File: config.mk
export PLATFORM = sky130hd
export DESIGN_NAME = memperf_counter_bank
export DESIGN_NICKNAME = d
export VERILOG_FILES = /design/src/rtl/memperf_pkg.sv /design/src/rtl/memperf_counter.sv /design/src/rtl/memperf_evt_mux.sv /design/src/rtl/memperf_reg_if.sv /design/src/rtl/memperf_counter_bank.sv
export SDC_FILE = /design/constraint.sdc
export NUM_CORES = 1
export LEC_CHECK = 0
export BUFFER_PORTS_ARGS = -buffer_cell sky130_fd_sc_hd__buf_4
export CORE_UTILIZATION = 50
export DETAILED_ROUTE_END_ITERATION = 16
export PLACE_DENSITY = 0.68
export REMOVE_ABC_BUFFERS = 1
export SYNTH_ARGS = -nofsm -noshare
export SYNTH_HDL_FRONTEND = slang
export SYNTH_HIERARCHICAL = 1
export SYNTH_SLANG_ARGS = --single-unit
File: constraint.sdc
create_clock -name clk -period 10.7 [get_ports clk]
set_clock_uncertainty 0.2 [all_clocks]
set_input_delay 0 -clock clk [delete_from_list [all_inputs] [get_ports clk]]
set_output_delay 0 -clock clk [all_outputs]
set_load 0.01 [all_outputs]
File: src/rtl/memperf_pkg.sv
// Shared definitions for the memory performance counter bank.
// Assumes a 32-bit register port with word-aligned accesses.
package memperf_pkg;

    localparam int REG_W      = 32;
    localparam int CODE_W     = 8;
    localparam int PRE_W      = 8;
    localparam int CTRL_WORD0 = 0;   // word index of control word 0
    localparam int CNT_WORD0  = 8;   // word index of count 0 (byte 0x20)

    // Control word layout, MSB first, matching the register map
    typedef struct packed {
        logic [CODE_W-1:0] evsel;
        logic [PRE_W-1:0]  preload;
        logic [12:0]       rsvd;
        logic              en;
        logic              clr;
        logic              ovf;
    } ctrl_t;

endpackage

File: src/rtl/memperf_counter.sv
// One counter with its control word.
// IS_CYCLE selects the cycle-counter variant: it counts every running clock,
// clears on a 0->1 clear handshake, accepts a preload and always wraps.
// Event variant: counts on its selected strobe, clears on clear = 0 and
// restores the clear bit by itself; on overflow it holds unless LEGACY_WRAP.
// Assumes CNT_W >= PRE_LSB + 8.
module memperf_counter
    import memperf_pkg::*;
#(
    parameter int CNT_W       = 32,
    parameter int PRE_LSB     = 16,
    parameter bit IS_CYCLE    = 1'b0,
    parameter bit LEGACY_WRAP = 1'b0
) (
    input  logic             clk,
    input  logic             rst_n,
    input  logic             wr_sel,
    input  logic [REG_W-1:0] wdata,
    input  logic             run_all,
    input  logic             evt_hit,
    output logic [REG_W-1:0] ctl_word,
    output logic [CNT_W-1:0] cnt
);

    localparam logic [CNT_W-1:0] ONE = CNT_W'(1);

    ctrl_t             wr_f;
    logic              en_q, clr_q, ovf_q;
    logic [PRE_W-1:0]  pre_q;
    logic [CODE_W-1:0] sel_q;
    logic [CNT_W-1:0]  cnt_q, cnt_d;
    logic              ovf_d;
    logic              clear_fire, preload_fire, inc_req, at_max;
    logic              unused_bits;

    assign wr_f        = ctrl_t'(wdata);
    assign unused_bits = ^{wr_f.rsvd, wr_f.ovf, wr_f.evsel, evt_hit};

    // Decide clear, preload and increment for this clock
    always_comb begin
        at_max = &cnt_q;
        if (IS_CYCLE) begin
            clear_fire = wr_sel && !clr_q && wr_f.clr;
            inc_req    = run_all;
        end else begin
            clear_fire = wr_sel && !wr_f.clr;
            inc_req    = run_all && en_q && evt_hit && (LEGACY_WRAP || !ovf_q);
        end
        preload_fire = IS_CYCLE && wr_sel && !en_q && wr_f.en && (wr_f.preload != '0);
    end

    // Next count and overflow flag; a write outranks an increment
    always_comb begin
        cnt_d = cnt_q;
        ovf_d = ovf_q;
        if (clear_fire || preload_fire) begin
            if (clear_fire) begin
                cnt_d = '0;
                ovf_d = 1'b0;
            end
            if (preload_fire) begin
                cnt_d[PRE_LSB +: PRE_W] = wr_f.preload;
            end
        end else if (inc_req) begin
            if (at_max) begin
                ovf_d = 1'b1;
                cnt_d = (IS_CYCLE || LEGACY_WRAP) ? '0 : cnt_q;
            end else begin
                cnt_d = cnt_q + ONE;
            end
        end
    end

    // Register the count, flag and control fields
    always_ff @(posedge clk) begin
        if (!rst_n) begin
            en_q  <= 1'b0;
            clr_q <= !IS_CYCLE;
            ovf_q <= 1'b0;
            pre_q <= '0;
            sel_q <= '0;
            cnt_q <= '0;
        end else begin
            cnt_q <= cnt_d;
            ovf_q <= ovf_d;
            if (wr_sel) begin
                en_q  <= wr_f.en;
                clr_q <= wr_f.clr;
                pre_q <= wr_f.preload;
                if (!IS_CYCLE) begin
                    sel_q <= wr_f.evsel;
                end
            end else if (!IS_CYCLE) begin
                clr_q <= 1'b1;
            end
        end
    end

    // Assemble the readable control word
    always_comb begin
        ctrl_t w;
        w         = '0;
        w.evsel   = sel_q;
        w.preload = pre_q;
        w.en      = en_q;
        w.clr     = clr_q;
        w.ovf     = ovf_q;
        ctl_word  = w;
    end

    assign cnt = cnt_q;

endmodule

File: src/rtl/memperf_evt_mux.sv
// Selects, for each counter, the strobe named by its event code.
// Codes at or above NUM_EVT select nothing. Pure combinational.
module memperf_evt_mux
    import memperf_pkg::*;
#(
    parameter int NUM_CTR = 4,
    parameter int NUM_EVT = 64
) (
    input  logic [NUM_CTR*CODE_W-1:0] sel_flat,
    input  logic [NUM_EVT-1:0]        strobe,
    output logic [NUM_CTR-1:0]        hit
);

    for (genvar k = 0; k < NUM_CTR; k++) begin : g_sel
        // Pick the strobe whose index equals this counter's code
        always_comb begin
            hit[k] = 1'b0;
            for (int e = 0; e < NUM_EVT; e++) begin
                if (sel_flat[k*CODE_W +: CODE_W] == CODE_W'(e)) begin
                    hit[k] = strobe[e];
                end
            end
        end
    end

endmodule

File: src/rtl/memperf_reg_if.sv
// Address decode for the register port: per-counter write selects and the
// combinational read mux. Unaligned or unmapped offsets read 0 and are
// never selected for write; count words are read-only.
module memperf_reg_if
    import memperf_pkg::*;
#(
    parameter int NUM_CTR = 4,
    parameter int CNT_W   = 32,
    parameter int ADDR_W  = 8
) (
    input  logic                     reg_wr,
    input  logic [ADDR_W-1:0]        reg_addr,
    input  logic [NUM_CTR*REG_W-1:0] ctl_flat,
    input  logic [NUM_CTR*CNT_W-1:0] cnt_flat,
    output logic [NUM_CTR-1:0]       wr_sel,
    output logic [REG_W-1:0]         reg_rdata
);

    localparam int WORD_W = ADDR_W - 2;

    logic              aligned;
    logic [WORD_W-1:0] word;

    assign aligned = (reg_addr[1:0] == 2'b00);
    assign word    = reg_addr[ADDR_W-1:2];

    // Write selects go only to control words
    always_comb begin
        for (int k = 0; k < NUM_CTR; k++) begin
            wr_sel[k] = reg_wr && aligned && (word == WORD_W'(CTRL_WORD0 + k));
        end
    end

    // Read mux over control words and counts
    always_comb begin
        reg_rdata = '0;
        for (int k = 0; k < NUM_CTR; k++) begin
            if (aligned && word == WORD_W'(CTRL_WORD0 + k)) begin
                reg_rdata = ctl_flat[k*REG_W +: REG_W];
            end
            if (aligned && word == WORD_W'(CNT_WORD0 + k)) begin
                reg_rdata            = '0;
                reg_rdata[CNT_W-1:0] = cnt_flat[k*CNT_W +: CNT_W];
            end
        end
    end

endmodule

File: src/rtl/memperf_counter_bank.sv
// Performance counter bank for a memory controller: counter 0 counts cycles
// and gates the bank, the others count selected event strobes.
// Assumes evt_strobe is synchronous to clk and NUM_CTR + 8 fits the
// ADDR_W-2 word index.
module memperf_counter_bank
    import memperf_pkg::*;
#(
    parameter int NUM_CTR     = 4,
    parameter int CNT_W       = 32,
    parameter int PRE_LSB     = 16,
    parameter int NUM_EVT     = 64,
    parameter int ADDR_W      = 8,
    parameter bit LEGACY_WRAP = 1'b0
) (
    input  logic               clk,
    input  logic               rst_n,
    input  logic               reg_wr,
    input  logic [ADDR_W-1:0]  reg_addr,
    input  logic [31:0]        reg_wdata,
    output logic [31:0]        reg_rdata,
    input  logic [NUM_EVT-1:0] evt_strobe,
    output logic               irq
);

    logic [NUM_CTR-1:0]        wr_sel;
    logic [NUM_CTR*REG_W-1:0]  ctl_flat;
    logic [NUM_CTR*CNT_W-1:0]  cnt_flat;
    logic [NUM_CTR*CODE_W-1:0] sel_flat;
    logic [NUM_CTR-1:0]        ovf_vec;
    logic [NUM_CTR-1:0]        evt_hit;
    logic                      run_all;

    memperf_reg_if #(
        .NUM_CTR(NUM_CTR),
        .CNT_W  (CNT_W),
        .ADDR_W (ADDR_W)
    ) u_regs (
        .reg_wr   (reg_wr),
        .reg_addr (reg_addr),
        .ctl_flat (ctl_flat),
        .cnt_flat (cnt_flat),
        .wr_sel   (wr_sel),
        .reg_rdata(reg_rdata)
    );

    memperf_evt_mux #(
        .NUM_CTR(NUM_CTR),
        .NUM_EVT(NUM_EVT)
    ) u_evt (
        .sel_flat(sel_flat),
        .strobe  (evt_strobe),
        .hit     (evt_hit)
    );

    for (genvar k = 0; k < NUM_CTR; k++) begin : g_ctr
        memperf_counter #(
            .CNT_W      (CNT_W),
            .PRE_LSB    (PRE_LSB),
            .IS_CYCLE   (k == 0),
            .LEGACY_WRAP(LEGACY_WRAP)
        ) u_ctr (
            .clk     (clk),
            .rst_n   (rst_n),
            .wr_sel  (wr_sel[k]),
            .wdata   (reg_wdata),
            .run_all (run_all),
            .evt_hit (evt_hit[k]),
            .ctl_word(ctl_flat[k*REG_W +: REG_W]),
            .cnt     (cnt_flat[k*CNT_W +: CNT_W])
        );
        assign ovf_vec[k]                 = ctl_flat[k*REG_W];
        assign sel_flat[k*CODE_W +: CODE_W] = ctl_flat[k*REG_W + 24 +: CODE_W];
    end

    // The bank runs while the cycle counter is enabled and not overflowed
    assign run_all = ctl_flat[2] && !ovf_vec[0];
    assign irq     = ovf_vec[0];

endmodule

; ---- Word-level counts from Yosys, hierarchy flattened
; Index checks and enable logic that the tools add are counted.
; Widths: inputs -> output; s select.
[totals]
register_bits = 196
wordCells = 505
[classes]
bitwise_logic = 4
eq_ne = 198
n_reduce_logical = 66
n_mux = 209
add_sub_neg = 4
[ops]
columns = cell, count
row1 = $eq 8x6->1 const B, 96
row2 = $eq 8x5->1 const B, 48
row3 = $mux 32, 11
row4 = $mux 1, 196
row5 = $eq 8x4->1 const B, 24
row6 = $add 32x1->32 const B, 4
row7 = $reduce_and 32->1, 4
row8 = $reduce_and 33->1, 3
row9 = $eq 8x3->1 const B, 12
row10 = $eq 8x2->1 const B, 6
row11 = $logic_and 1x1->1, 31
row12 = $eq 6x4->1 const B, 4
row13 = $eq 8x1->1 const B, 3
row14 = $logic_not 8->1, 3
row15 = $mux 24, 1
row16 = $reduce_and 2->1, 8
row17 = $eq 6x2->1 const B, 2
row18 = $mux 8, 1
row19 = $reduce_bool 8->1, 1
row20 = $logic_not 1->1, 7
row21 = $eq 6x1->1 const B, 1
row22 = $logic_not 6->1, 1
row23 = $reduce_or 2->1, 3
row24 = $not 1->1, 4
row25 = other kinds (6), 7

; ---- Depth between registers and ports, before layout
; Gate-level depths: netlist of run 1.
[depth]
depth_word = 68
ltp_mapped = 17
depth_no_buf = 13

; ---- Hierarchy
; Netlist of run 1, hierarchy kept.
[by_module_without_submodules]
columns = mod, seq_area_each_um2, n_inst, area_each_um2, cells_per_inst
row1 = memperf_counter at g_ctr[1].u_ctr ..., 1021.0, 3, 2627.5, 280
row2 = memperf_evt_mux, 0.0, 1, 3928.8, 609
row3 = memperf_reg_if, 0.0, 1, 2887.8, 470
row4 = memperf_counter at g_ctr[0].u_ctr, 860.8, 1, 2522.4, 299
row5 = memperf_counter_bank, 0.0, 1, 13.8, 1

; ---- Worst setup path after synthesis of run 1
; OpenSTA, ideal clock, no wires.
[synth_timing]
path_kind = register to register
from = register g_ctr[3].u_ctr.sel_q[0]
to = register g_ctr[3].u_ctr.cnt_q[17]
t_arrival_ns = 3.078
setup_slack_ns = 7.351
required_time_ns = 10.430
setup_time_ns = 0.070
n_path_buf = 4
path_stages_with_launch = 16
synth_period_minus_slack_ns = 3.349
cell_sequence = dfxtp_1 -> buf_6 -> buf_4 -> buf_4 -> mux2i_1 -> a21oi_1 -> a32oi_1 -> nor2b_1 -> o41a_1 -> o22ai_1 -> and4b_1 -> clkbuf_2 -> and3_1 -> nand3_1 -> or4_1 -> a21oi_1
[synth_via]
elab_chain_len = 68
[synth_lines]
columns = element, line_no
row1 = "start, declared", memperf_counter.sv:30  ; logic [CODE_W-1:0] sel_q;
row2 = "start signal, assigned", memperf_counter.sv:91  ; sel_q <= wr_f.evsel;
row3 = $logic_not 8->1, memperf_evt_mux.sv:19  ; if (sel_flat[k*CODE_W +: CODE_W] == CODE_W'(e)) begin
row4 = $mux 1 (63 in series), memperf_evt_mux.sv:19
row5 = $mux 1 (*), memperf_evt_mux.sv:19
row6 = named net evt_hit[3], memperf_counter_bank.sv:30  ; logic [NUM_CTR-1:0] evt_hit;
row7 = $logic_and 1x1->1 (*) (2 in series), memperf_counter.sv:47  ; inc_req = run_all && en_q && evt_hit && (LEGACY_WRAP || !ovf_q);
row8 = $reduce_and 2->1 (no line) (*), -
row9 = "end signal, assigned", memperf_counter.sv:84  ; cnt_q <= cnt_d;
row10 = "end, declared", memperf_counter.sv:31  ; logic [CNT_W-1:0] cnt_q, cnt_d;
; The timed path passes the listed nets; every way through them passes the cells marked *.
; A chain may end at the register's enable or synchronous reset.

; ---- Final worst setup path of run 1
[layout_timing]
from = register g_ctr[2].u_ctr.sel_q[3]
to = register g_ctr[2].u_ctr.cnt_q[17]
[layout_via]
elab_chain_len = 68
[layout_lines]
columns = element, line_no
row1 = "start, declared", memperf_counter.sv:30
row2 = "start signal, assigned", memperf_counter.sv:91
row3 = $logic_not 8->1, memperf_evt_mux.sv:19
row4 = $mux 1 (63 in series), memperf_evt_mux.sv:19
row5 = $mux 1 (*), memperf_evt_mux.sv:19
row6 = named net evt_hit[2], memperf_counter_bank.sv:30
row7 = $logic_and 1x1->1 (*) (2 in series), memperf_counter.sv:47
row8 = $reduce_and 2->1 (no line) (*), -
row9 = "end signal, assigned", memperf_counter.sv:84
row10 = "end, declared", memperf_counter.sv:31
; Marked as above.

==> results.sh, run 1 <==
export IMPL_status="finished, final reports clean"
export IMPL_place_congestion=0.977
export IMPL_first_iter_violations=2156
export IMPL_path_clk_slew_ns=0.08
export IMPL_start_util_pct=51.2
export IMPL_hp_start="reg_wr"
export IMPL_wire_per_inst_um=22.5
export IMPL_fin_setup_tns_ns=0
export IMPL_total_power_w=0.00157
export IMPL_grt_pass1_vias=15000
export IMPL_r2r_slack_ns=6.08
export IMPL_max_stage_delay_ns=0.80
export IMPL_htreeDepth=4
export IMPL_vias_per_cell=6.57
export IMPL_cts_root_buf="clkbuf_16"
export IMPL_ys_warn_count=6
export IMPL_portBuffers=125
export IMPL_cp_common_cell="a21oi_1"
export IMPL_cts_sinks=196
export IMPL_cp_start_kind="register"
export IMPL_final_max_slew_viol_count=0
export IMPL_drc=0
export IMPL_worst_pin_slew_ns=1.25
export IMPL_grt_max_degree=86
export IMPL_pin_count=140
export IMPL_maxCapViolCount=0
export IMPL_grt_overflow=0
export IMPL_syn_inst=2063
export IMPL_vias=16500
export IMPL_crit_path_start="g_ctr[2].u_ctr/sel_q[3]$_SDFFE_PN0P_"
export IMPL_cts_tree="yes"
export IMPL_gr_usage_all_layers_pct=33.3
export IMPL_place_ws_ns=6.23
export IMPL_crit_arrival_ns=4.80
export IMPL_wirelength_um=56500
export IMPL_rsz0062_at_grt="false"
export IMPL_cts_buffer_depth=2
export IMPL_ctsResizeCount=0
export IMPL_area_growth_pct=8.93
export IMPL_path_cells="nor2b_1 > a21oi_1 > o32ai_1 > a221oi_2 > a311o_1 > a31oi_1 > or3_1 > and4b_1 > and3_1 > nand3_1 > or4_1 > a21oi_1"
export IMPL_slowest_stage="dfxtp_1"
export IMPL_insertion_delay_ns=0.46
export IMPL_syn_area_mm2=0.0162
export IMPL_grt_pass1_wl_um=86500
export IMPL_final_hold_viol_count=0
export IMPL_dp_hpwl_um=40400
export IMPL_fin_ws_ns=6.08
export IMPL_core_mm2=0.0317
export IMPL_die_area_mm2=0.0332
export IMPL_hold_buffers=25
export IMPL_cp_data_required_time_ns=10.87
export IMPL_dr_pass1_iters=5
export IMPL_powerDensity_mw_per_mm2=88.8
export IMPL_cellLeakagePower_nw=5.94
export IMPL_ant_nets=0
export IMPL_fp_dieH_um=182
export IMPL_peakVddDrop_v=0.000114
export IMPL_endpoint_kind="register"
export IMPL_post_cts_buffers=0
export IMPL_fmax_mhz=216
export IMPL_num_rows=65
export IMPL_reg2reg_from="g_ctr[2].u_ctr/sel_q[3]$_SDFFE_PN0P_"
export IMPL_die_width_um=182
export IMPL_slew_headroom_pct=15.4
export IMPL_n_antenna_cell=0
export IMPL_fin_crit_ns=4.62
export IMPL_syn_avg_cell_area_um2=7.87
export IMPL_post_route_period_util_pct=43.2
export IMPL_fin_nets=2207
export IMPL_crit_type="reg2reg"
export IMPL_antenna_found_initial=0
export IMPL_setup_viol=0
export IMPL_min_path_type="in2reg"
export IMPL_cts_buffers=17
export IMPL_final_layout_size_suffix_gt1_share_pct=14.6
export IMPL_cp_max_fo=17
critical path, delay by kind of cell, from the launching register on:
family          cells  cell delay (ns)
simple gates        6             2.37
flops               1             0.80
compound gates      6             1.18
per-layer routing:
metal | up-vias | part of all wire [%] | GRT usage, %
met2 | 789 | 45 | 52.1
met5 | - | 0 | 0
met1 | 7906 | 43 | 45.3
met4 | 0 | 4.4 | 15.9
li1 | 7673 | - | -
met3 | 127 | 7.6 | 4.27
report_power, final:
| group | switching (W) | internal (W) |
|---|---|---|
| Clock | 0.000338 | 0.000334 |
| Combinational | 0.0000999 | 0.0000667 |
| Sequential | 0.00000133 | 0.000729 |
path summary, 6_finish.rpt:
kind         cells past startpoint                              endpoint
min reg2reg                      2  g_ctr[0].u_ctr/pre_q[3]$_SDFFE_PN0P_
min                              5       g_ctr[3].u_ctr/clr_q$_SDFF_PN1_
max                             12   g_ctr[2].u_ctr/cnt[17]$_SDFFE_PP0P_
max reg2reg                     12   g_ctr[2].u_ctr/cnt[17]$_SDFFE_PP0P_
cell type report:
type | count | area, µm²
tap | 402 | 503
multi-input combinational | 1654 | 11100
inverter | 55 | 206
clock inverter | 14 | 168
timing repair buffer | 172 | 1350
sequential | 196 | 3930
clock buffer | 18 | 429
fill | 3034 | 14000
flip-flops by register name, summed over array words and instances, names as in the netlist:
name and count:
g_ctr.u_ctr/clr_q 4, g_ctr.u_ctr/pre_q 32, g_ctr.u_ctr/en_q 4, g_ctr.u_ctr/sel_q 24, g_ctr.u_ctr/ovf_q 4, g_ctr.u_ctr/cnt 128
layout by cell type, fill, tap and decap left out, drive strengths merged, types with 31 or more instances in the layout:
| master | n |
|---|---|
| buf | 147 |
| conb | 60 |
| mux2i | 119 |
| nor2b | 67 |
| dfxtp | 196 |
| o22ai | 48 |
| inv | 59 |
| or4 | 31 |
| nand3 | 80 |
| o21ai | 112 |
| nand4 | 43 |
| xnor2 | 39 |
| nor4 | 47 |
| nor2 | 181 |
| a21oi | 141 |
| nand2 | 155 |
| or3 | 40 |
| a22oi | 39 |
| mux2 | 47 |
| o211ai | 33 |
stage by stage:
| stage | utilization (%) | hold WS (ns) | instance area (µm²) | instances |
|---|---|---|---|---|
| after floorplan | - | -0.117 | 15200 | 1905 |
| after global placement | 53.1 | 0.0804 | 16800 | 2454 |
| after detailed placement | 53.1 | 0.0913 | 16800 | 2454 |
| after CTS | 55.7 | 0.139 | 17700 | 2511 |
| after global routing | 55.7 | 0.152 | 17700 | 2511 |
| final | 55.7 | 0.173 | 17700 | 2511 |
No activity file was read; power rests on OpenSTA's default activity.
==> run 2, diff against run 1 <==
Settings changed: ABC_AREA set to 1, PLACE_DENSITY 0.68 to 0.69.
Clock period 10.7 ns to 4.4 ns, I/O delays scaled along.
==> run 2 against run 1 <==
  * Via count increased by 23%
  * Wire length increased by 21%
  * The run now ends with negative setup slack left
  * Highest routed layer is now met5
  * Non-clock buffer count increased by 161
==> results.sh, run 2 <==
export IMPL_fin_crit_ns=4.60
export IMPL_cp_data_required_time_ns=4.58
export IMPL_multi_input_area_mm2=0.0107
export IMPL_worst_pin_slew_ns=1.31
export IMPL_cts_buffers=17
export IMPL_dp_hpwl_um=52500
export IMPL_pin_count=140
export IMPL_power_frac_clock_pct=44.1
export IMPL_slew_headroom_pct=12.9
export IMPL_grt_max_degree=62
export IMPL_cts_tree="yes"
export IMPL_status="finished with violations"
export IMPL_final_hold_viol_count=0
export IMPL_r2r_slack_ns=-0.20
export IMPL_first_iter_violations=2748
export IMPL_area_growth_pct=21.4
export IMPL_place_area_mm2=0.0180
export IMPL_powerDensity_mw_per_mm2=192
export IMPL_gr_usage_all_layers_pct=39.9
export IMPL_antenna_found_initial=1
export IMPL_syn_area_mm2=0.0162
export IMPL_power_share_sequential_pct=46.7
export IMPL_cellLeakagePower_nw=8.36
export IMPL_min_path_type="in2reg"
export IMPL_htreeDepth=4
export IMPL_swShare_pct=28.5
export IMPL_cts_root_buf="clkbuf_16"
export IMPL_seq_area_mm2=0.00397
export IMPL_crit_arrival_ns=4.79
export IMPL_vias=20300
export IMPL_grt_overflow=0
export IMPL_post_route_period_util_pct=105
export IMPL_cts_sinks=196
export IMPL_cp_start_kind="register"
export IMPL_final_common_cell="nand2_1"
export IMPL_insertion_delay_ns=0.48
export IMPL_place_ws_ns=-0.361
export IMPL_comb_power_share_pct=9.2
export IMPL_path_clk_slew_ns=0.10
export IMPL_fin_ws_ns=-0.205
export IMPL_ant_nets=0
export IMPL_dr_pass1_iters=7
export IMPL_num_rows=65
export IMPL_peakVddDrop_v=0.000284
export IMPL_die_width_um=182
export IMPL_ys_warn_count=6
export IMPL_fin_nets=3185
export IMPL_fill_cells=3079
export IMPL_portBuffers=125
export IMPL_place_congestion=1.01
export IMPL_setup_viol=54
export IMPL_endpoint_kind="register"
export IMPL_slowest_stage="dfxtp_4"
export IMPL_fp_dieH_um=182
export IMPL_final_max_slew_viol_count=0
export IMPL_p_int_w=0.00271
export IMPL_crit_type="reg2reg"
export IMPL_core_mm2=0.0317
export IMPL_violations="negative setup slack"
export IMPL_cp_common_cell="nand4_1"
export IMPL_final_layout_size_suffix_gt1_share_pct=19.3
export IMPL_syn_inst=2831
export IMPL_grt_pass1_vias=18200
export IMPL_fmax_mhz=217
export IMPL_wire_per_inst_um=19.5
export IMPL_die_area_mm2=0.0331
export IMPL_layout_common_cells="nand2_1 (657), nor2_1 (562), inv_1 (296)"
export IMPL_rsz0062_at_grt="true"
export IMPL_maxCapViolCount=0
export IMPL_cp_max_fo=6
export IMPL_max_stage_delay_ns=0.40
export IMPL_cts_buffer_depth=2
export IMPL_syn_avg_cell_area_um2=5.72
export IMPL_finalInstanceArea_mm2=0.0197
export IMPL_grt_pass1_wl_um=102000
export IMPL_drc=0
export IMPL_switchingPower_w=0.00108
export IMPL_vias_per_cell=5.82
export IMPL_wirelength_um=68200
export IMPL_largest_reg_flops=128
export IMPL_start_util_pct=51.1
==> run 2: cell count changes in the layout (fill, tap and decap cells not counted), sizes merged, moves of 40 or more <==
cell   change
or3       -40
nor4      -42
buf      +163
o22ai     -48
nand4    +181
a21oi     -97
mux2i    -119
nand3    +167
inv      +266
mux2      -47
nor2b     -67
nand2    +555
nor2     +472
==> run 2: worst paths after layout <==
kind                                   startpoint                             endpoint  depth (start not counted)
max          g_ctr[3].u_ctr/sel_q[3]$_SDFFE_PN0P_  g_ctr[3].u_ctr/cnt[20]$_SDFFE_PP0P_                         44
min                                        reg_wr      g_ctr[2].u_ctr/clr_q$_SDFF_PN1_                          5
min reg2reg     g_ctr[2].u_ctr/ovf_q$_SDFFE_PP0P_    g_ctr[2].u_ctr/ovf_q$_SDFFE_PP0P_                          2
max reg2reg  g_ctr[3].u_ctr/sel_q[3]$_SDFFE_PN0P_  g_ctr[3].u_ctr/cnt[20]$_SDFFE_PP0P_                         44
==> run 2: through the flow <==
| stage | utilization [%] | power (W) | instances | setup TNS [ns] | hold WS, ns |
|---|---|---|---|---|---|
| 6_report | 62.1 | 0.00379 | 3490 | -4.31 | 0.0573 |
| 4_1_cts | 60.7 | 0.00378 | 3479 | -1.94 | 0.0224 |
| 2_1_floorplan | - | 0.00193 | 2721 | -9.24 | -0.115 |
| 3_3_place_gp | 56.8 | 0.00213 | 3410 | -10.83 | 0.0822 |
| 5_1_grt | 62.0 | 0.00387 | 3489 | -52.63 | 0.0642 |
| 3_5_place_dp | 56.8 | 0.00213 | 3410 | -13.53 | 0.0893 |
==> run 2: per-layer routing <==
metal | up-vias | global-route usage (%) | part of all wire (%)
met2 | 1231 | 60.7 | 43
met4 | 2 | 17.7 | 4.5
met3 | 202 | 9.77 | 12
met1 | 9321 | 53.3 | 41
met5 | - | 0 | 0.019
li1 | 9570 | - | -
==> run 2: cell type report <==
type | instances | area share, %
timing repair buffer | 333 | 13.5
tap | 402 | 2.56
sequential | 196 | 20.2
inverter | 326 | 6.33
clock inverter | 14 | 0.858
antenna | 1 | 0.0127
clock buffer | 18 | 2.23
multi-input combinational | 2200 | 54.4
==> run 2: worst max-delay path, delay by kind of cell (launching register included) <==
| kind | cells | cell delay (ns) |
|---|---|---|
| flip-flops | 1 | 0.40 |
| AND/OR/NAND/NOR | 38 | 3.11 |
| buffers and inverters | 6 | 0.79 |
==> run 2: power by group through the flow <==
stage / clock network (W) / registers (W) / logic (W)
final: 0.00167 / 0.00177 / 0.000347
after global routing: 0.00174 / 0.00177 / 0.000362
after CTS: 0.00168 / 0.00177 / 0.000326
after detailed placement: 0 / 0.00182 / 0.000308
after global placement: 0 / 0.00182 / 0.000309
after floorplan: 0 / 0.00182 / 0.000111
==> run 2: timing repair <==
action,4_1_cts,5_1_grt
resized for setup,85,99
pin swaps,34,59
gates cloned,1,2
buffers inserted,14,8
hold buffers,23,0
endpoints found under the hold margin,112,0
setup endpoints to repair,97,102
